[src/rtl/rst_cause_pkg.sv]
package rst_cause_pkg;
  localparam int NFLAG = 7;
  localparam int NREQ  = 7;

  localparam int F_INST = 0;
  localparam int F_WDT  = 1;
  localparam int F_PDN  = 2;
  localparam int F_PON  = 3;
  localparam int F_BRN  = 4;
  localparam int F_OVF  = 5;
  localparam int F_UDF  = 6;

  localparam logic [NFLAG-1:0] RST_FLAGS = 7'b0000111;

  typedef enum logic [2:0] {
    EV_NONE, EV_PON, EV_BRN, EV_MCLR, EV_WDT, EV_STK, EV_INST, EV_IRQ
  } ev_e;

  typedef enum logic [1:0] {
    PM_FULL = 2'd0, PM_RUN = 2'd1, PM_IDLE = 2'd2, PM_SLEEP = 2'd3
  } pmode_e;

  typedef enum logic [2:0] {
    PC_HOLD, PC_RST, PC_NEXT, PC_HI, PC_LO
  } pc_sel_e;

  typedef struct packed {
    logic [NFLAG-1:0] mask;
    logic [NFLAG-1:0] val;
    logic             restart;
    logic             wake;
    pc_sel_e          pc_sel;
  } upd_t;
endpackage

[src/rtl/rst_cause_arb.sv]
module rst_cause_arb #(
  parameter int N = 7
) (
  input  logic [N-1:0] req_i,
  output logic [N-1:0] gnt_o
);
  // bit 0 is the highest priority
  logic [N-1:0] seen;
  assign seen[0] = 1'b0;

  for (genvar i = 0; i < N; i++) begin : g_pri
    assign gnt_o[i] = req_i[i] & ~seen[i];
    if (i < N - 1) begin : g_chain
      assign seen[i+1] = seen[i] | req_i[i];
    end
  end
endmodule

[src/rtl/rst_cause_upd.sv]
module rst_cause_upd
  import rst_cause_pkg::*;
(
  input  ev_e        ev_i,
  input  logic [1:0] pmode_i,
  input  logic       stk_full_i,
  input  logic       stk_unf_i,
  input  logic       stk_rst_en_i,
  input  logic       gie_hi_i,
  input  logic       gie_lo_i,
  input  logic       brn_init_i,
  output upd_t       upd_o
);
  logic low_pwr;
  assign low_pwr = pmode_i[1];

  always_comb begin
    upd_o = '{mask: '0, val: '0, restart: 1'b0, wake: 1'b0, pc_sel: PC_HOLD};
    unique case (ev_i)
      EV_PON: begin
        upd_o.mask           = '1;
        upd_o.val[F_INST]    = 1'b1;
        upd_o.val[F_WDT]     = 1'b1;
        upd_o.val[F_PDN]     = 1'b1;
        upd_o.val[F_BRN]     = brn_init_i;
        upd_o.restart        = 1'b1;
        upd_o.pc_sel         = PC_RST;
      end
      EV_BRN: begin
        upd_o.mask[F_INST]   = 1'b1;
        upd_o.mask[F_WDT]    = 1'b1;
        upd_o.mask[F_PDN]    = 1'b1;
        upd_o.mask[F_BRN]    = 1'b1;
        upd_o.val[F_INST]    = 1'b1;
        upd_o.val[F_WDT]     = 1'b1;
        upd_o.val[F_PDN]     = 1'b1;
        upd_o.restart        = 1'b1;
        upd_o.pc_sel         = PC_RST;
      end
      EV_MCLR: begin
        if (pmode_i != PM_FULL) begin
          upd_o.mask[F_WDT]  = 1'b1;
          upd_o.val[F_WDT]   = 1'b1;
        end
        if (low_pwr) upd_o.mask[F_PDN] = 1'b1;
        upd_o.restart        = 1'b1;
        upd_o.pc_sel         = PC_RST;
      end
      EV_WDT: begin
        upd_o.mask[F_WDT]    = 1'b1;
        if (low_pwr) begin
          upd_o.mask[F_PDN]  = 1'b1;
          upd_o.wake         = 1'b1;
          upd_o.pc_sel       = PC_NEXT;
        end else begin
          upd_o.restart      = 1'b1;
          upd_o.pc_sel       = PC_RST;
        end
      end
      EV_STK: begin
        upd_o.mask[F_OVF]    = stk_full_i & stk_rst_en_i;
        upd_o.mask[F_UDF]    = stk_unf_i;
        upd_o.val[F_OVF]     = 1'b1;
        upd_o.val[F_UDF]     = 1'b1;
        upd_o.restart        = stk_rst_en_i;
        upd_o.pc_sel         = stk_rst_en_i ? PC_RST : PC_HOLD;
      end
      EV_INST: begin
        upd_o.mask[F_INST]   = 1'b1;
        upd_o.restart        = 1'b1;
        upd_o.pc_sel         = PC_RST;
      end
      EV_IRQ: begin
        upd_o.mask[F_PDN]    = 1'b1;
        upd_o.wake           = 1'b1;
        upd_o.pc_sel         = gie_hi_i ? PC_HI : (gie_lo_i ? PC_LO : PC_NEXT);
      end
      default: ;
    endcase
  end
endmodule

[src/rtl/rst_cause_tracker.sv]
module rst_cause_tracker
  import rst_cause_pkg::*;
#(
  parameter int               PC_W      = 21,
  parameter int               INSTR_B   = 2,
  parameter logic [PC_W-1:0]  RST_VEC   = '0,
  parameter logic [PC_W-1:0]  HI_VEC    = 21'h000008,
  parameter logic [PC_W-1:0]  LO_VEC    = 21'h000018
) (
  input  logic             clk_i,
  input  logic             rst_ni,
  input  logic             por_i,
  input  logic             bor_i,
  input  logic             swrst_i,
  input  logic             mclr_i,
  input  logic             wdt_i,
  input  logic             stk_full_i,
  input  logic             stk_unf_i,
  input  logic             irq_wake_i,
  input  logic [1:0]       pmode_i,
  input  logic             stk_rst_en_i,
  input  logic             gie_hi_i,
  input  logic             gie_lo_i,
  input  logic [1:0]       bor_cfg_i,
  input  logic             bor_sw_en_i,
  input  logic [PC_W-1:0]  cur_pc_i,
  input  logic             sw_we_i,
  input  logic [6:0]       sw_wdata_i,
  output logic [6:0]       flags_o,
  output logic             restart_o,
  output logic             wake_o,
  output logic [PC_W-1:0]  next_pc_o
);
  localparam logic [PC_W-1:0] PC_STEP = PC_W'(INSTR_B);

  logic            stk_req;
  logic [NREQ-1:0] req, gnt;
  ev_e             ev;
  upd_t            upd;
  logic            brn_init;
  logic [NFLAG-1:0] base, flags_d;
  logic [PC_W-1:0] pc_d;

  assign stk_req  = (stk_full_i & stk_rst_en_i) | stk_unf_i;
  assign req      = {irq_wake_i, swrst_i, stk_req, wdt_i, mclr_i, bor_i, por_i};
  assign brn_init = (bor_cfg_i == 2'b01) & bor_sw_en_i;

  rst_cause_arb #(.N(NREQ)) u_arb (
    .req_i (req),
    .gnt_o (gnt)
  );

  always_comb begin
    ev = EV_NONE;
    for (int i = NREQ - 1; i >= 0; i--) begin
      if (gnt[i]) ev = ev_e'(3'(i + 1));
    end
  end

  rst_cause_upd u_upd (
    .ev_i         (ev),
    .pmode_i      (pmode_i),
    .stk_full_i   (stk_full_i),
    .stk_unf_i    (stk_unf_i),
    .stk_rst_en_i (stk_rst_en_i),
    .gie_hi_i     (gie_hi_i),
    .gie_lo_i     (gie_lo_i),
    .brn_init_i   (brn_init),
    .upd_o        (upd)
  );

  // event wins over software write on touched bits
  assign base    = sw_we_i ? sw_wdata_i : flags_o;
  assign flags_d = (base & ~upd.mask) | (upd.val & upd.mask);

  always_comb begin
    unique case (upd.pc_sel)
      PC_RST:  pc_d = RST_VEC;
      PC_NEXT: pc_d = cur_pc_i + PC_STEP;
      PC_HI:   pc_d = HI_VEC;
      PC_LO:   pc_d = LO_VEC;
      default: pc_d = next_pc_o;
    endcase
  end

  always_ff @(posedge clk_i or negedge rst_ni) begin
    if (!rst_ni) begin
      flags_o   <= RST_FLAGS;
      restart_o <= 1'b0;
      wake_o    <= 1'b0;
      next_pc_o <= RST_VEC;
    end else begin
      flags_o   <= flags_d;
      restart_o <= upd.restart;
      wake_o    <= upd.wake;
      next_pc_o <= pc_d;
    end
  end

  logic any_ev;
  assign any_ev = |req;


  excl_pulse_chk: assert property (@(posedge clk_i) disable iff (!rst_ni)
    !(restart_o && wake_o));


  pon_chk: assert property (@(posedge clk_i) disable iff (!rst_ni)
    por_i |=> restart_o && !flags_o[F_PON] && !flags_o[F_OVF] && !flags_o[F_UDF]
              && flags_o[F_INST] && next_pc_o == RST_VEC);


  inst_only_chk: assert property (@(posedge clk_i) disable iff (!rst_ni)
    (swrst_i && !por_i && !bor_i && !mclr_i && !wdt_i && !stk_req && !sw_we_i)
    |=> !flags_o[F_INST] && flags_o[6:1] == $past(flags_o[6:1]) && restart_o);


  wdt_wake_chk: assert property (@(posedge clk_i) disable iff (!rst_ni)
    (wdt_i && pmode_i[1] && !por_i && !bor_i && !mclr_i)
    |=> wake_o && !restart_o && !flags_o[F_WDT] && !flags_o[F_PDN]);


  irq_hi_chk: assert property (@(posedge clk_i) disable iff (!rst_ni)
    (irq_wake_i && gie_hi_i && !(por_i || bor_i || mclr_i || wdt_i || stk_req || swrst_i))
    |=> wake_o && next_pc_o == HI_VEC && !flags_o[F_PDN]);


  idle_hold_chk: assert property (@(posedge clk_i) disable iff (!rst_ni)
    (!any_ev && !sw_we_i) |=> $stable(flags_o) && $stable(next_pc_o) && !restart_o && !wake_o);


  restart_vec_chk: assert property (@(posedge clk_i) disable iff (!rst_ni)
    restart_o |-> next_pc_o == RST_VEC);
endmodule

[config.mk]
export PLATFORM = sky130hd
export DESIGN_NAME = rst_cause_tracker
export DESIGN_NICKNAME = d
export VERILOG_FILES = /design/src/rtl/rst_cause_pkg.sv /design/src/rtl/rst_cause_arb.sv /design/src/rtl/rst_cause_upd.sv /design/src/rtl/rst_cause_tracker.sv
export SDC_FILE = /design/constraint.sdc
export NUM_CORES = 1
export LEC_CHECK = 0
export BUFFER_PORTS_ARGS = -buffer_cell sky130_fd_sc_hd__clkbuf_2
export CORE_MARGIN = 10
export CORE_UTILIZATION = 30
export DETAILED_ROUTE_END_ITERATION = 10
export GPL_TIMING_DRIVEN = 0
export SETUP_SLACK_MARGIN = 0.5
export SLEW_MARGIN = 25
export SYNTH_ARGS = -nofsm -noshare
export SYNTH_HDL_FRONTEND = slang
export SYNTH_SLANG_ARGS = --single-unit
[constraint.sdc]
create_clock -name clk_i -period 1.6 [get_ports clk_i]
set_clock_uncertainty 0.1 [all_clocks]
set_input_delay 0.16 -clock clk_i [delete_from_list [all_inputs] [get_ports clk_i]]
set_output_delay 0.16 -clock clk_i [all_outputs]
set_load 0.05 [all_outputs]
==> key figures, run 1 <==
Placement
  • Setup slack at placement: -0.3140 ns
  • Global placer's final weighted congestion: 0.7711
  • Hpwl dp: 3.822 mm
  • Input/output buffers: 73

Logic synthesis
  • YS warnings: 0
  • EDFF count, synth: 0
  • Average footprint of a synthesized cell: 10.16 sq um
  • Synthesized net count: 210
  • Number of distinct library cells after synthesis: 40
  • Seq/Total Area, Yosys: 45.86%
  • Synthesized instance count: 162
  • Synth Register Bits: 30
  • Most used flip-flop cell after synthesis: sky130_fd_sc_hd__dfrtp_1
  • Cell Area, Synth: 0.001645 sq mm
  • Asr flop ratio synth: 100.0%

Die
  • Chip Width: 94.06 microns
  • Ports placed on the boundary: 77
  • Die area: 0.008846 sq mm
  • Effective utilization at floorplan: 31.61%
  • Vert. Die Dim: 94.06 microns
  • Std-Cell Rows: 26
  • Core Area: 0.005205 sq mm

Setup path
  • Buffering stage count on the worst path with inverters included: 3
  • Type of the worst setup path: in -> reg
  • Family with the most delay on the worst path: compound AO/OA/AOI/OAI gates
  • Slack of the worst reg-to-reg path: 0.40 ns
  • Crit-path max cell delay: 0.43 ns
  • Series of cell instances along the critical path: clkbuf_16 -> or3_4 -> o41a_1 -> clkinv_4 -> clkbuf_16 -> a22o_1
  • Critical Path End: next_pc_o[15]
  • Arrival @ worst endpoint: 1.48 ns
  • Worst setup startpoint: bor_i
  • Max Fanout on Critical Path: 5
  • Data required time at the worst endpoint: 1.72 ns
  • Slowest cell on crit path: sky130_fd_sc_hd__o41a_1
  • Length in cells of the worst reg-to-reg path: 3
  • Crit path capture type: register
  • Depth of the critical timing path with buffers and inverters included: 6
  • Crit path launch type: input pin
  • Crit-path most repeated cell: sky130_fd_sc_hd__clkbuf_16

Timing
  • Pins Over Slew Limit: 0
  • Worst path setup slack after routing: 0.2379 ns
  • Final-report hold violation count: 27
  • Tightest hold margin: -0.1420 ns
  • Minimum clock period after layout: 1.362 ns
  • Finish-stage setup viols: 0
  • Highest Clock Rate: 734.1 MHz
  • Setup repair after global routing missed its margin: true
  • Share of the cycle needed by the critical path after routing: 85.13%
  • Max-Slew Margin vs Limit: 46.84%
  • Transition time at the pin with the least slew margin: 0.7973 ns

Clock network
  • TritonCTS clock tree: done
  • Insertion delay of the later-clocked pin in the worst-skew pair: 0.28 ns
  • Number of buffers added by the clock tree synthesis step: 5
  • Number of buffers on the longest clock path: 2
  • Count of clock tree sinks: 30
  • CTS H-tree depth: 2
  • Number of buffers added to fix hold violations after cts: 2
  • Worst-path clk slew: 0.06 ns
  • Clock Root Buffer: sky130_fd_sc_hd__clkbuf_8

Final layout
  • Top library cells by usage in the layout, fill and taps aside: sky130_fd_sc_hd__clkbuf_2 (33), sky130_fd_sc_hd__buf_8 (32), sky130_fd_sc_hd__buf_4 (31)
  • Fraction of layout cells with a size suffix above 1: 52.90%
  • Relative area change from synthesis to final layout: 83.27%
  • Antenna Diode Count: 0
  • Final-layout fill cell count: 450
  • NumNets Final: 324
  • Commonest non-fill, non-tap cell in the layout: sky130_fd_sc_hd__clkbuf_2

Drt
  • Total number of vias: 1678
  • DR pass1 iterations: 4
  • DR DRC count: 0
  • Aggregate routed wire length: 5.834 mm
  • Detail-routed net length per standard cell: 16.86 microns
  • DR vias/cell: 4.850
  • Top Metal Used: met4
  • DRT iter0 DRCs: 24
  • Met2 WL post-DR: 2.785 mm
  • Length of routed met3 wiring: 486 microns
  • Routed length on met1: 2.512 mm
  • Antenna Nets Post-Route: 0

Global routing
  • Via count of the first global-routing pass: 1816
  • Antenna violations before repair: 0
  • First-pass GRT wire length: 9.011 mm
  • Overflow left after global routing: 0
  • Maximum number of pins on one net before global-route repair: 31
  • Global-route total usage across every layer: 12.74%

Outcome
  • Status: complete, but fails checks
  • Violations in the final reports: hold timing

Power
  • PD cells: 598.1 mW/mm^2
  • Leakage dissipation: 1.442 nW
  • Power, Total: 1.804 mW
  • Worst VDD drop: 0.2529 mV

Min path
  • Hold WC Path Type: in -> async

Job
  • Max-cap violations: 0
## area by class of cell
class	instances	area [sq um]	area share, %
inverter	7	31.28	1.037
tap	70	87.58	2.905
timing repair buffer	107	1074	35.60
sequential	30	754.5	25.02
buffer	6	61.31	2.033
clock buffer	7	76.32	2.531
multi-input combinational	119	930.9	30.87
## synthesized netlist by cell type, types with 2 or more instances
cell,number,share of area [%]
sky130_fd_sc_hd__a21oi_1,9,2.7
sky130_fd_sc_hd__a22o_1,18,9.6
sky130_fd_sc_hd__and2_1,2,0.76
sky130_fd_sc_hd__and3_1,3,1.1
sky130_fd_sc_hd__and4_1,3,1.6
sky130_fd_sc_hd__buf_6,3,2.1
sky130_fd_sc_hd__dfrtp_1,27,41
sky130_fd_sc_hd__dfstp_2,3,4.8
sky130_fd_sc_hd__inv_1,6,1.4
sky130_fd_sc_hd__mux2i_1,5,3.0
sky130_fd_sc_hd__nand2_1,13,3.0
sky130_fd_sc_hd__nand3_1,4,1.2
sky130_fd_sc_hd__nand4_1,4,1.5
sky130_fd_sc_hd__nor2_1,12,2.7
sky130_fd_sc_hd__nor3_1,6,1.8
sky130_fd_sc_hd__o21ai_0,3,0.91
sky130_fd_sc_hd__o21ai_1,2,0.61
sky130_fd_sc_hd__o22ai_1,2,0.76
sky130_fd_sc_hd__xnor2_1,12,6.4
sky130_fd_sc_hd__xor2_1,5,2.7
## stage by stage
step / TNS, ns / area, sq um / instances / hold slack, ns / utilization (%)
finish: 0 / 3015 / 346 / -0.1420 / 57.93
detailed placement: -4.824 / 2110 / 305 / 0.1740 / 40.53
floorplan: 0 / 1657 / 162 / -0.2356 / -
global placement: -5.032 / 2110 / 305 / 0.1764 / 40.53
CTS: 0 / 2803 / 339 / -0.1265 / 53.85
global route: 0 / 3015 / 346 / -0.08262 / 57.93
## worst min-delay path by stage
stage,slack [ns],cells past startpoint,to
global route,-0.08,1,next_pc_o[8]
global placement,0.18,1,restart_o
CTS,-0.13,1,next_pc_o[2]
finish,-0.14,1,next_pc_o[8]
floorplan,-0.24,0,async pin
detailed placement,0.17,1,restart_o
## report_power, final
| part | switching [mW] | total (mW) | internal, mW |
|---|---|---|---|
| registers | 0.0154 | 0.794 | 0.779 |
| clock network | 0.285 | 0.584 | 0.299 |
| logic | 0.216 | 0.426 | 0.210 |
| total | 0.516 | 1.80 | 1.29 |
## per-layer routing
| layer | GRT usage, % | vias up |
|---|---|---|
| met3 | 5.915 | 5 |
| met2 | 20.79 | 63 |
| li1 | - | 817 |
| met1 | 14.75 | 793 |
| met4 | 3.165 | 0 |
| met5 | 0 | - |
## timing repair
item                                    4_1_cts  5_1_grt
gates cloned                                  0        1
buffers inserted                             25        6
pin swaps                                    14       12
endpoints found under the hold margin        29       27
endpoints found under the setup margin       52       55
gates resized for setup                      84       58
## logic make-up (layout without fill, tap and decap cells)
group / after synthesis / count (layout) / synth area share, %
XOR/XNOR: 17 / 17 / 9.049
flip-flops: 30 / 30 / 45.86
buffers and inverters: 13 / 127 / 4.714
multiplexers: 6 / 6 / 3.726
AO/OA/AOI/OAI: 41 / 41 / 18.55
adder cells (fa/ha/maj): 1 / 1 / 0.7603
AND/OR/NAND/NOR: 54 / 54 / 17.34
Power figures use the tool's default switching activity.
==> run 2: changes to the inputs <==
--- a/config.mk
+++ b/config.mk
@@ -7,9 +7,10 @@
 export LEC_CHECK = 0
 export BUFFER_PORTS_ARGS = -buffer_cell sky130_fd_sc_hd__clkbuf_2
 export CORE_MARGIN = 10
-export CORE_UTILIZATION = 30
+export CORE_UTILIZATION = 45
 export DETAILED_ROUTE_END_ITERATION = 10
 export GPL_TIMING_DRIVEN = 0
+export PLACE_DENSITY = 0.78
 export SETUP_SLACK_MARGIN = 0.5
 export SLEW_MARGIN = 25
 export SYNTH_ARGS = -nofsm -noshare
==> key figures, run 2 (same netlist as run 1, synthesis figures left out) <==
Drt
  • Aggregate routed wire length: 6.259 mm
  • Top Metal Used: met4
  • Length of routed met3 wiring: 643 microns
  • Detail-routed net length per standard cell: 19.74 microns
  • DR vias/cell: 5.628
  • DR pass1 iterations: 4
  • Total number of vias: 1784
  • Antenna Nets Post-Route: 0
  • Met2 WL post-DR: 3.131 mm
  • Routed length on met1: 2.391 mm
  • DRT iter0 DRCs: 149
  • DR DRC count: 0

Power
  • Power, Total: 1.843 mW
  • Leakage dissipation: 1.417 nW
  • Worst VDD drop: 0.6204 mV
  • PD cells: 623.9 mW/mm^2

Die
  • Vert. Die Dim: 80.47 microns
  • Effective utilization at floorplan: 47.80%
  • Ports placed on the boundary: 77
  • Std-Cell Rows: 21
  • Core Area: 0.003442 sq mm
  • Die area: 0.006475 sq mm
  • Chip Width: 80.47 microns

Setup path
  • Buffering stage count on the worst path with inverters included: 4
  • Crit path launch type: input pin
  • Depth of the critical timing path with buffers and inverters included: 7
  • Type of the worst setup path: in -> reg
  • Crit path capture type: register
  • Family with the most delay on the worst path: compound AO/OA/AOI/OAI gates
  • Data required time at the worst endpoint: 1.72 ns
  • Crit-path max cell delay: 0.44 ns
  • Series of cell instances along the critical path: clkbuf_2 -> or3_4 -> o41a_1 -> clkinv_4 -> buf_12 -> clkbuf_16 -> a22o_1
  • Arrival @ worst endpoint: 1.55 ns
  • Length in cells of the worst reg-to-reg path: 3
  • Slowest cell on crit path: sky130_fd_sc_hd__o41a_1
  • Max Fanout on Critical Path: 4

Placement
  • Global placer's final weighted congestion: 0.7824
  • Hpwl dp: 3.758 mm
  • Input/output buffers: 73
  • Cell Count Post-Placement: 281

Timing
  • Minimum clock period after layout: 1.428 ns
  • Transition time at the pin with the least slew margin: 0.4120 ns
  • Max-Slew Margin vs Limit: 72.53%
  • Share of the cycle needed by the critical path after routing: 89.22%
  • Highest Clock Rate: 700.5 MHz
  • Setup repair after global routing missed its margin: true
  • Pins Over Slew Limit: 0
  • Finish-stage setup viols: 0
  • Final-report hold violation count: 0

Clock network
  • Number of buffers added by the clock tree synthesis step: 5
  • TritonCTS clock tree: done
  • Insertion delay of the later-clocked pin in the worst-skew pair: 0.28 ns
  • Number of buffers on the longest clock path: 2
  • Worst-path clk slew: 0.06 ns
  • Clock Root Buffer: sky130_fd_sc_hd__clkbuf_8
  • Count of clock tree sinks: 30
  • CTS H-tree depth: 2

Outcome
  • Status: complete, no violations

Final layout
  • NumNets Final: 317
  • Final-layout fill cell count: 174
  • Fraction of layout cells with a size suffix above 1: 51.85%
  • Top library cells by usage in the layout, fill and taps aside: sky130_fd_sc_hd__clkbuf_2 (38), sky130_fd_sc_hd__buf_8 (28), sky130_fd_sc_hd__dfrtp_1 (27)
  • Relative area change from synthesis to final layout: 79.54%
  • Commonest non-fill, non-tap cell in the layout: sky130_fd_sc_hd__clkbuf_2
  • Layout Cells excl Fill: 317

Min path
  • Hold WC Path Type: in -> reg
  • Number of cells traversed by the worst hold path: 2

Job
  • Max-cap violations: 0

Global routing
  • First-pass GRT wire length: 9.114 mm
  • Antenna violations before repair: 0
  • Via count of the first global-routing pass: 1840
  • Overflow left after global routing: 0
  • Global-route total usage across every layer: 18.02%
  • Maximum number of pins on one net before global-route repair: 31
## run 2: cell types whose count changed in the layout (fill, tap and decap cells not counted), sizes merged
| cell | change |
|---|---|
| clkinv | +1 |
| clkbuf | +6 |
| diode | +1 |
| buf | -13 |
## run 2: power breakdown
| part | leakage [nW] | switching [mW] | internal (mW) |
|---|---|---|---|
| Clock | 0.0482 | 0.288 | 0.346 |
| Sequential | 0.399 | 0.0160 | 0.779 |
| Combinational | 0.969 | 0.223 | 0.192 |
## run 2: what timing repair did
action | CTS | global route
buffers inserted | 13 | 10
hold buffers | 2 | 0
resized for setup | 78 | 52
setup endpoints to repair | 53 | 84
cloned | 1 | 1
pin swaps | 6 | 21
endpoints found under the hold margin | 28 | 0
## run 2: layout make-up
class / instances / area, sq um / share of cell area, %
Buffer: 6 / 61.31 / 2.075
Sequential cell: 30 / 754.5 / 25.54
Timing Repair Buffer: 100 / 1021 / 34.56
Clock inverter: 1 / 5.005 / 0.1694
Antenna cell: 1 / 2.502 / 0.08471
Multi-Input combinational cell: 119 / 934.6 / 31.64
Clock buffer: 7 / 86.33 / 2.922
Inverter: 7 / 31.28 / 1.059
Tap cell: 46 / 57.56 / 1.948
## run 2: path summary, 6_finish.rpt
kind	startpoint	to	slack, ns
setup reg to reg	register	register	0.39
setup / recovery	por_i	next_pc_o[2]	0.17
hold / removal	cur_pc_i[0]	next_pc_o[0]	0.0004
hold reg to reg	next_pc_o[0]	next_pc_o[0]	0.46
min in group asynchronous	rst_ni	next_pc_o[11]	0.27
max in group asynchronous	rst_ni	async pin	0.81
## run 2: layer usage
metal	GRT usage (%)	vias to the layer above
li1	-	815
met1	20.25	859
met2	29.54	96
met3	7.127	14
met4	7.570	0
met5	0	-
## run 2: per-stage QoR
stage	setup WS, ns	setup TNS (ns)	hold WS [ns]	util, %	instance area, sq um
after global placement	-0.2880	-4.242	0.1516	60.41	2079
after CTS	0.1655	0	0.003091	79.32	2730
final	0.1725	0	0.0004245	85.82	2954
after floorplan	0.07251	0	-0.2356	-	1657
after global routing	0.1318	0	0.02047	85.75	2952
after detailed placement	-0.3294	-4.806	0.1511	60.41	2079
==> run 3: changes to the inputs <==
--- a/config.mk
+++ b/config.mk
@@ -11,7 +11,7 @@
 export DETAILED_ROUTE_END_ITERATION = 10
 export GPL_TIMING_DRIVEN = 0
 export PLACE_DENSITY = 0.78
-export SETUP_SLACK_MARGIN = 0.5
+export SETUP_SLACK_MARGIN = 0.4
 export SLEW_MARGIN = 25
 export SYNTH_ARGS = -nofsm -noshare
 export SYNTH_HDL_FRONTEND = slang
==> key figures, run 3 (same netlist as run 1, synthesis figures left out) <==
Die
  • Chip Width: 80.47 microns
  • Ports placed on the boundary: 77
  • Vert. Die Dim: 80.47 microns
  • Std-Cell Rows: 21
  • Die area: 0.006475 sq mm
  • Core Area: 0.003442 sq mm
  • Effective utilization at floorplan: 47.80%

Power
  • Power share of the clock group: 35.0%
  • PD cells: 699.0 mW/mm^2
  • Share of total power in sequential cells: 44.5%
  • Share of total power in combinational logic: 20.4%
  • Design internal power: 1.278 mW
  • Leakage dissipation: 1.258 nW
  • Worst VDD drop: 0.6009 mV
  • Switching share of power: 27.88%
  • Psw: 0.4943 mW

Drt
  • Length of routed met3 wiring: 569 microns
  • Met2 WL post-DR: 2.486 mm
  • Total number of vias: 1633
  • DRT iter0 DRCs: 100
  • DR pass1 iterations: 4
  • Top Metal Used: met4
  • DR vias/cell: 5.425
  • Routed length on met1: 2.103 mm
  • Aggregate routed wire length: 5.278 mm
  • DR DRC count: 0
  • Antenna Nets Post-Route: 0
  • Detail-routed net length per standard cell: 17.53 microns

Outcome
  • Status: complete, no violations

Global routing
  • Antenna violations before repair: 0
  • Maximum number of pins on one net before global-route repair: 31
  • Via count of the first global-routing pass: 1743
  • Global-route total usage across every layer: 16.71%
  • Overflow left after global routing: 0
  • First-pass GRT wire length: 8.480 mm

Final layout
  • Fraction of layout cells with a size suffix above 1: 47.06%
  • Relative area change from synthesis to final layout: 54.14%
  • Antenna Diode Count: 0
  • Top library cells by usage in the layout, fill and taps aside: sky130_fd_sc_hd__clkbuf_2 (50), sky130_fd_sc_hd__dfrtp_1 (27), sky130_fd_sc_hd__a22o_1 (18)
  • Layout Cells excl Fill: 301
  • Commonest non-fill, non-tap cell in the layout: sky130_fd_sc_hd__clkbuf_2
  • Finished Core Util: 73.68%
  • Final-layout fill cell count: 255
  • NumNets Final: 302

Clock network
  • Insertion delay of the later-clocked pin in the worst-skew pair: 0.28 ns
  • TritonCTS clock tree: done
  • Number of buffers on the longest clock path: 2
  • Worst-path clk slew: 0.06 ns
  • CTS H-tree depth: 2
  • Number of buffers added by the clock tree synthesis step: 5
  • Count of clock tree sinks: 30
  • Clock Root Buffer: sky130_fd_sc_hd__clkbuf_8

Setup path
  • Crit path launch type: input pin
  • Length in cells of the worst reg-to-reg path: 3
  • Critical Path End: next_pc_o[2]
  • Worst setup startpoint: bor_i
  • Type of the worst setup path: in -> reg
  • Crit path capture type: register
  • Max Fanout on Critical Path: 9
  • Arrival @ worst endpoint: 1.52 ns
  • Slack of the worst reg-to-reg path: 0.39 ns
  • Data required time at the worst endpoint: 1.72 ns

Timing
  • Finish-stage setup viols: 0
  • Setup repair after global routing missed its margin: true
  • Pins Over Slew Limit: 0
  • Tightest hold margin: 0.005419 ns
  • Max-Slew Margin vs Limit: 56.23%
  • Share of the cycle needed by the critical path after routing: 87.73%
  • Minimum clock period after layout: 1.404 ns
  • Highest Clock Rate: 712.4 MHz
  • Transition time at the pin with the least slew margin: 0.6566 ns
  • Final-report hold violation count: 0

Min path
  • Hold WC Path Type: in -> reg

Placement
  • Input/output buffers: 73
  • Hpwl dp: 3.758 mm
  • Cell Count Post-Placement: 281
  • Global placer's final weighted congestion: 0.7824

Job
  • Max-cap violations: 0
run 3: worst min path at each step:
| stage | cells after the start | endpoint | from | slack, ns |
|---|---|---|---|---|
| 3_5_place_dp | 1 | restart_o | rst_ni | 0.15 |
| 3_3_place_gp | 1 | wake_o | rst_ni | 0.15 |
| 6_report | 2 | next_pc_o[0] | cur_pc_i[0] | 0.005 |
| 2_1_floorplan | 0 | async pin | rst_ni | -0.24 |
| 4_1_cts | 2 | next_pc_o[0] | cur_pc_i[0] | 0.003 |
| 5_1_grt | 2 | next_pc_o[0] | cur_pc_i[0] | 0.02 |
run 3: cell type report:
cell class	count	area, sq um	share of cell area, %
well taps	46	57.56	2.269
multi-input cells	119	908.4	35.82
flip-flops and latches	30	754.5	29.75
repair buffers	85	631.9	24.91
inverters	7	31.28	1.233
plain buffers	6	61.31	2.417
clock inverters	1	5.005	0.1973
clock buffers	7	86.33	3.404
run 3: timing repair:
action                     CTS  global route
setup endpoints to repair   27            66
hold buffers                 2             0
setup buffers                7             2
pin swaps                    6            14
resized for setup           26            33
cloned                       1             0
hold endpoints to repair    28             0
run 3: stage by stage:
stage               setup TNS, ns  instance area, sq um  total power, mW  setup slack, ns
floorplan                       0                  1657           0.9686          0.07251
global placement           -4.242                  2079            1.092          -0.2880
detailed placement         -4.806                  2079            1.097          -0.3294
CTS                             0                  2452            1.766           0.1655
global route                    0                  2536            1.849           0.1370
finish                          0                  2536            1.773           0.1963
run 3: worst max-delay path, cell delays in order:
cell and delay (ns):
sky130_fd_sc_hd__clkbuf_16 0.12, sky130_fd_sc_hd__or3_4 0.36, sky130_fd_sc_hd__o41a_1 0.44, sky130_fd_sc_hd__clkinv_4 0.10
sky130_fd_sc_hd__buf_12 0.10, sky130_fd_sc_hd__buf_12 0.11, sky130_fd_sc_hd__a22o_1 0.12
run 3: layer usage:
metal / up-vias / track usage, %
li1: 778 / -
met4: 0 / 7.394
met2: 87 / 27.07
met5: - / 0
met3: 15 / 6.125
met1: 753 / 19.20
run 3: power by group through the flow:
stage	Clock, mW	Sequential, mW	Combinational (mW)
floorplan	0	0.862	0.107
global placement	0	0.800	0.292
detailed placement	0	0.800	0.297
CTS	0.634	0.789	0.343
global route	0.665	0.791	0.393
finish	0.621	0.789	0.362
